<file path="src/rtl/lpwm_pair.sv">
module lpwm_pair #(
  parameter int W = 16,
  parameter logic [W-1:0] RST_MOD = W'(255)
) (
  input  logic         clk,
  input  logic         rst_n,
  input  logic         wr_en,
  input  logic [2:0]   wr_addr,
  input  logic [7:0]   wr_data,
  output logic [W-1:0] cnt_o,
  output logic         ovf_o,
  output logic         pwm_o,
  output logic         pin_b_o,
  output logic         gpio_rel_o
);
  logic [W-1:0] cnt, modv, cmp_a, cmp_b, cmp_cur;
  logic blk_a, blk_b, blk_cur, link_reg, link_act, en_a, en_b;
  logic sel_b, last_b, last_nxt, q_a, q_b, hit_a, hit_b, ovf;
  logic wa_hi, wa_lo, wb_hi, wb_lo;

  assign wa_hi = wr_en && wr_addr == 3'd1;
  assign wa_lo = wr_en && wr_addr == 3'd2;
  assign wb_hi = wr_en && wr_addr == 3'd4;
  assign wb_lo = wr_en && wr_addr == 3'd5;

  assign ovf      = cnt >= modv;
  assign last_nxt = wb_lo ? 1'b1 : (wa_lo ? 1'b0 : last_b);
  assign cmp_cur  = (link_act && sel_b) ? cmp_b : cmp_a;
  assign blk_cur  = (link_act && sel_b) ? blk_b : blk_a;
  assign hit_a    = cnt == cmp_cur && !blk_cur;
  assign hit_b    = cnt == cmp_b && !blk_b;

  always_ff @(posedge clk or negedge rst_n) begin
    if (!rst_n) begin
      cnt <= '0;
      modv <= RST_MOD;
      cmp_a <= '0;
      cmp_b <= '0;
      blk_a <= 1'b0;
      blk_b <= 1'b0;
      link_reg <= 1'b0;
      link_act <= 1'b0;
      en_a <= 1'b0;
      en_b <= 1'b0;
      sel_b <= 1'b0;
      last_b <= 1'b0;
      q_a <= 1'b0;
      q_b <= 1'b0;
    end else begin
      cnt <= ovf ? '0 : cnt + 1'b1;
      if (wr_en) begin
        case (wr_addr)
          3'd0: begin link_reg <= wr_data[0]; en_a <= wr_data[1]; end
          3'd1: cmp_a[W-1:8] <= wr_data[W-9:0];
          3'd2: cmp_a[7:0] <= wr_data;
          3'd3: if (!link_reg) en_b <= wr_data[1];
          3'd4: cmp_b[W-1:8] <= wr_data[W-9:0];
          3'd5: cmp_b[7:0] <= wr_data;
          3'd6: modv[W-1:8] <= wr_data[W-9:0];
          default: modv[7:0] <= wr_data;
        endcase
      end
      if (wa_hi) blk_a <= 1'b1;
      else if (wa_lo) blk_a <= 1'b0;
      if (wb_hi) blk_b <= 1'b1;
      else if (wb_lo) blk_b <= 1'b0;
      if (wb_lo || wa_lo) last_b <= last_nxt;
      else if (ovf && link_reg && !link_act) last_b <= 1'b0;
      if (ovf) begin
        link_act <= link_reg;
        sel_b <= link_reg && link_act && last_nxt;
        q_a <= en_a;
        q_b <= en_b && !link_reg;
      end else begin
        if (hit_a) q_a <= 1'b0;
        if (hit_b) q_b <= 1'b0;
      end
    end
  end

  assign cnt_o      = cnt;
  assign ovf_o      = ovf;
  assign pwm_o      = q_a && !hit_a;
  assign pin_b_o    = !link_act && q_b && !hit_b;
  assign gpio_rel_o = link_act;
endmodule

</file>
<file path="config.mk">
export PLATFORM = sky130hd
export DESIGN_NAME = lpwm_pair
export DESIGN_NICKNAME = d
export VERILOG_FILES = /design/src/rtl/lpwm_pair.sv
export SDC_FILE = /design/constraint.sdc
export NUM_CORES = 1
export LEC_CHECK = 0
export ABC_AREA = 1
export ABC_CLOCK_PERIOD_IN_PS = 3500
export BUFFER_PORTS_ARGS = -buffer_cell sky130_fd_sc_hd__buf_2
export CAP_MARGIN = 20
export CORE_AREA = 2 2 86 88
export CTS_CLUSTER_DIAMETER = 100
export DETAILED_ROUTE_END_ITERATION = 10
export DIE_AREA = 0 0 88 90
export PLACE_DENSITY = 0.88
export SYNTH_ARGS = -nofsm -noshare
export SYNTH_HDL_FRONTEND = slang
export SYNTH_SLANG_ARGS = --single-unit
</file>
<file path="constraint.sdc">
create_clock -name clk -period 3.5 [get_ports clk]
set_input_delay 0.175 -clock clk [delete_from_list [all_inputs] [get_ports clk]]
set_output_delay 0.175 -clock clk [all_outputs]
set_load 0.03 [all_outputs]
</file>
==> run_results.csv <==
group,metric,value,unit
timing,setup_tns,0,ps
timing,clock.fmax,0.382,GHz
yosys,synth_mux_area_share,0,%
yosys,postSynthCellCount,530,
layout,most-common-layout-cells,"nand2_1, dfrtp_1, inv_1",
detailed_routing,routed_wl,10.0,mm
floorplan,core_area,7020,um2
power_and_ir_drop,finalPower,2.96,mW
clock_tree,clk_pin_slew_worst_paths,80,ps
yosys,synth_area,4100,um2
yosys,synthAdderAreaFrac,5.19,%
layout,nets,595,
clock_tree,tritoncts,"done",
global_route,grt_pass1_wl,16.6,mm
timing,slew_viol_final,0,
timing,slew_headroom,34.1,%
critical_path,cp-end-kind,"output port",
floorplan,std_cell_rows,31,
detailed_routing,ant_nets,0,
floorplan,die_area,7920,um2
yosys,syn_area_per_cell,7.73,um2
floorplan,start_util,58.3,%
critical_path,path_cells,"nand2_4 -> inv_1 -> nand2_1 -> nand2_1 -> nand2_1 -> nand2_1 -> nor2_1 -> nand2_1 -> nor2_1 -> a21boi_0 -> buf_2",
detailed_routing,vias,3634,
layout,drive_gt1_share,14.4,%
detailed_routing,dr.pass1.iters,5,
timing,min_period,2620,ps
yosys,synth_ff_type,"dfrtp_1",
job,drv_cap,0,
critical_path,worstPathRequired,3320,ps
critical_path,critPathSlowestCell,"dfrtp_1",
yosys,synth_edf_count,0,
layout,fill_cells,592,
global_route,grt_antenna_before_repair,0,
place,port-buffer-count,33,
global_route,grt_max_degree,44,
critical_path,worst-path-buf-inv,2,
power_and_ir_drop,p_per_area,649,nW/um2
outcome,outcome,"complete, no violations",
detailed_routing,wire_per_inst,15.0,um
timing,setup_viol,0,
floorplan,ios,34,
layout,diodes,0,
yosys,ys_seq_area_share,45.5,%
yosys,synth.yosys.warnings,0,
clock_tree,post_cts_buffers,0,
clock_tree,cts_root_buffer,"clkbuf_8",
yosys,async_reset_ff_share,100,%
critical_path,crit_top_cell,"nand2_1",
floorplan,die_h,90,um
timing,clock-skew-final,10.2,ps
clock_tree,ctsResizeCount,0,
critical_path,cp_top_family,"simple AND/OR/NAND/NOR gates",
critical_path,cp-start-kind,"register",
yosys,synth_compound_area_share,10.4,%
layout,final_common_cell,"nand2_1",
clock_tree,cts_made_buffers,9,
yosys,syn_nets,561,
yosys,ys_seq_elements,74,
critical_path,crit_type,"register to output port",
detailed_routing,avgViaCountPerCell,5.44,
global_route,track_usage,27.1,%
yosys,synthXorXnorAreaFrac,2.78,%
clock_tree,clock-sinks,74,
floorplan,die_w,88,um
global_route,grt_pass1_vias,3442,
yosys,synth-simple-area-share,28.4,%
critical_path,crit_arrival,2440,ps
min_path,min_path_type,"primary input to register",
critical_path,critPathMaxFanout,15,
clock_tree,cts_buffer_depth,2,
power_and_ir_drop,p_leak,2.39,nW
timing,tightest_slew,985,ps
yosys,synth_top_family_by_area,"simple AND/OR/NAND/NOR gates",
detailed_routing,remaining_drc_errors,0,
layout,syn_to_final_growth,11.4,%
place,dp_hpwl,7.38,mm
clock_tree,htreeDepth,3,
power_and_ir_drop,ir_worst_vdd,0.000424,V
timing,hold_viol,0,
clock_tree,worst_skew_pair.late_latency,360,ps
critical_path,max_stage_delay,670,ps
place,gp_congestion,0.930,
yosys,yosysUniqueCellTypes,34,
detailed_routing,drt_iter0_drc,347,
timing,rsz0062_at_grt,"no",
global_route,overflow,0,
timing,period_share,74.8,%
==> cell usage after synthesis, types with 4 or more instances <==
master / number / share of area [%]
a21oi_1: 20 / 2.4
nor2_1: 29 / 2.7
dfstp_2: 8 / 5.1
nand3_1: 30 / 3.7
nand2_1: 170 / 16
nand2_2: 7 / 1.1
inv_1: 62 / 5.7
clkbuf_1: 6 / 0.55
nand4_1: 4 / 0.61
o21ai_0: 60 / 7.3
ha_1: 17 / 5.2
xor2_1: 5 / 1.1
nor3_1: 5 / 0.61
xnor2_1: 8 / 1.7
dfrtp_1: 66 / 40
==> final cells by class <==
type	count	area [um2]	share of cell area, %
Clock inverter	3	45.0	0.987
Timing Repair Buffer	36	190	4.17
Tap cell	99	124	2.72
Multi-Input combinational cell	377	1910	42.0
Inverter	66	248	5.43
Sequential cell	74	1860	40.8
Clock buffer	13	179	3.92
==> worst min-delay path, stage by stage <==
cell and delay [ps]:
buf_2 80, nand2_1 40, o21ai_0 60
==> per-stage QoR <==
step / instance area, um2 / utilization [%] / setup slack (ps) / hold slack [ps] / instances
after floorplan: 4100 / - / 1460 / -121 / 530
after global placement: 4330 / 61.6 / 1250 / 264 / 651
after detailed placement: 4330 / 61.6 / 1160 / 273 / 651
after CTS: 4560 / 65.0 / 937 / 52.9 / 668
after global routing: 4560 / 65.0 / 765 / 74.3 / 668
final: 4560 / 65.0 / 881 / 48.2 / 668
==> path summary, 6_finish.rpt <==
check / startpoint / endpoint / slack (ps) / depth (start not counted)
worst max-delay path: gpio_rel_o / pwm_o / 880 / 11
worst min-delay path: wr_data[1] / modv[1] / 50 / 3
worst max register to register: cnt_o[0] / sel_b / 1090 / 14
worst min register to register: modv[13] / modv[13] / 490 / 2
max in group asynchronous: rst_n / modv[9] / 2040 / 3
min in group asynchronous: rst_n / cmp_a[0] / 410 / 2
==> where the power goes <==
| part | switching [mW] | internal (mW) | total (mW) |
|---|---|---|---|
| clock network | 0.321 | 0.407 | 0.728 |
| registers | 0.225 | 1.04 | 1.27 |
| logic | 0.607 | 0.354 | 0.962 |
| total | 1.15 | 1.81 | 2.96 |
==> logic make-up (layout without fill, tap and decap cells) <==
| logic type | count (synthesis) | in the layout |
|---|---|---|
| fa+ha+maj | 17 | 17 |
| buf+inv | 79 | 118 |
| simple gates | 263 | 263 |
| flops | 74 | 74 |
| xor+xnor | 13 | 13 |
| compound gates | 84 | 84 |
==> per-layer routing <==
layer | part of all wire (%) | GRT usage [%] | vias up | wire, um
met2 | 47 | 41.7 | 117 | 4730
met5 | 0 | 0 | - | 0
met4 | 3.2 | 13.1 | 0 | 318
li1 | - | - | 1762 | -
met1 | 44 | 37.3 | 1732 | 4420
met3 | 5.6 | 3.76 | 23 | 557
==> timing repair <==
action	CTS	global route
hold buffers	1	0
hold endpoints to repair	23	0
endpoints found under the setup margin	0	0
(Power assumes the default switching activity.)
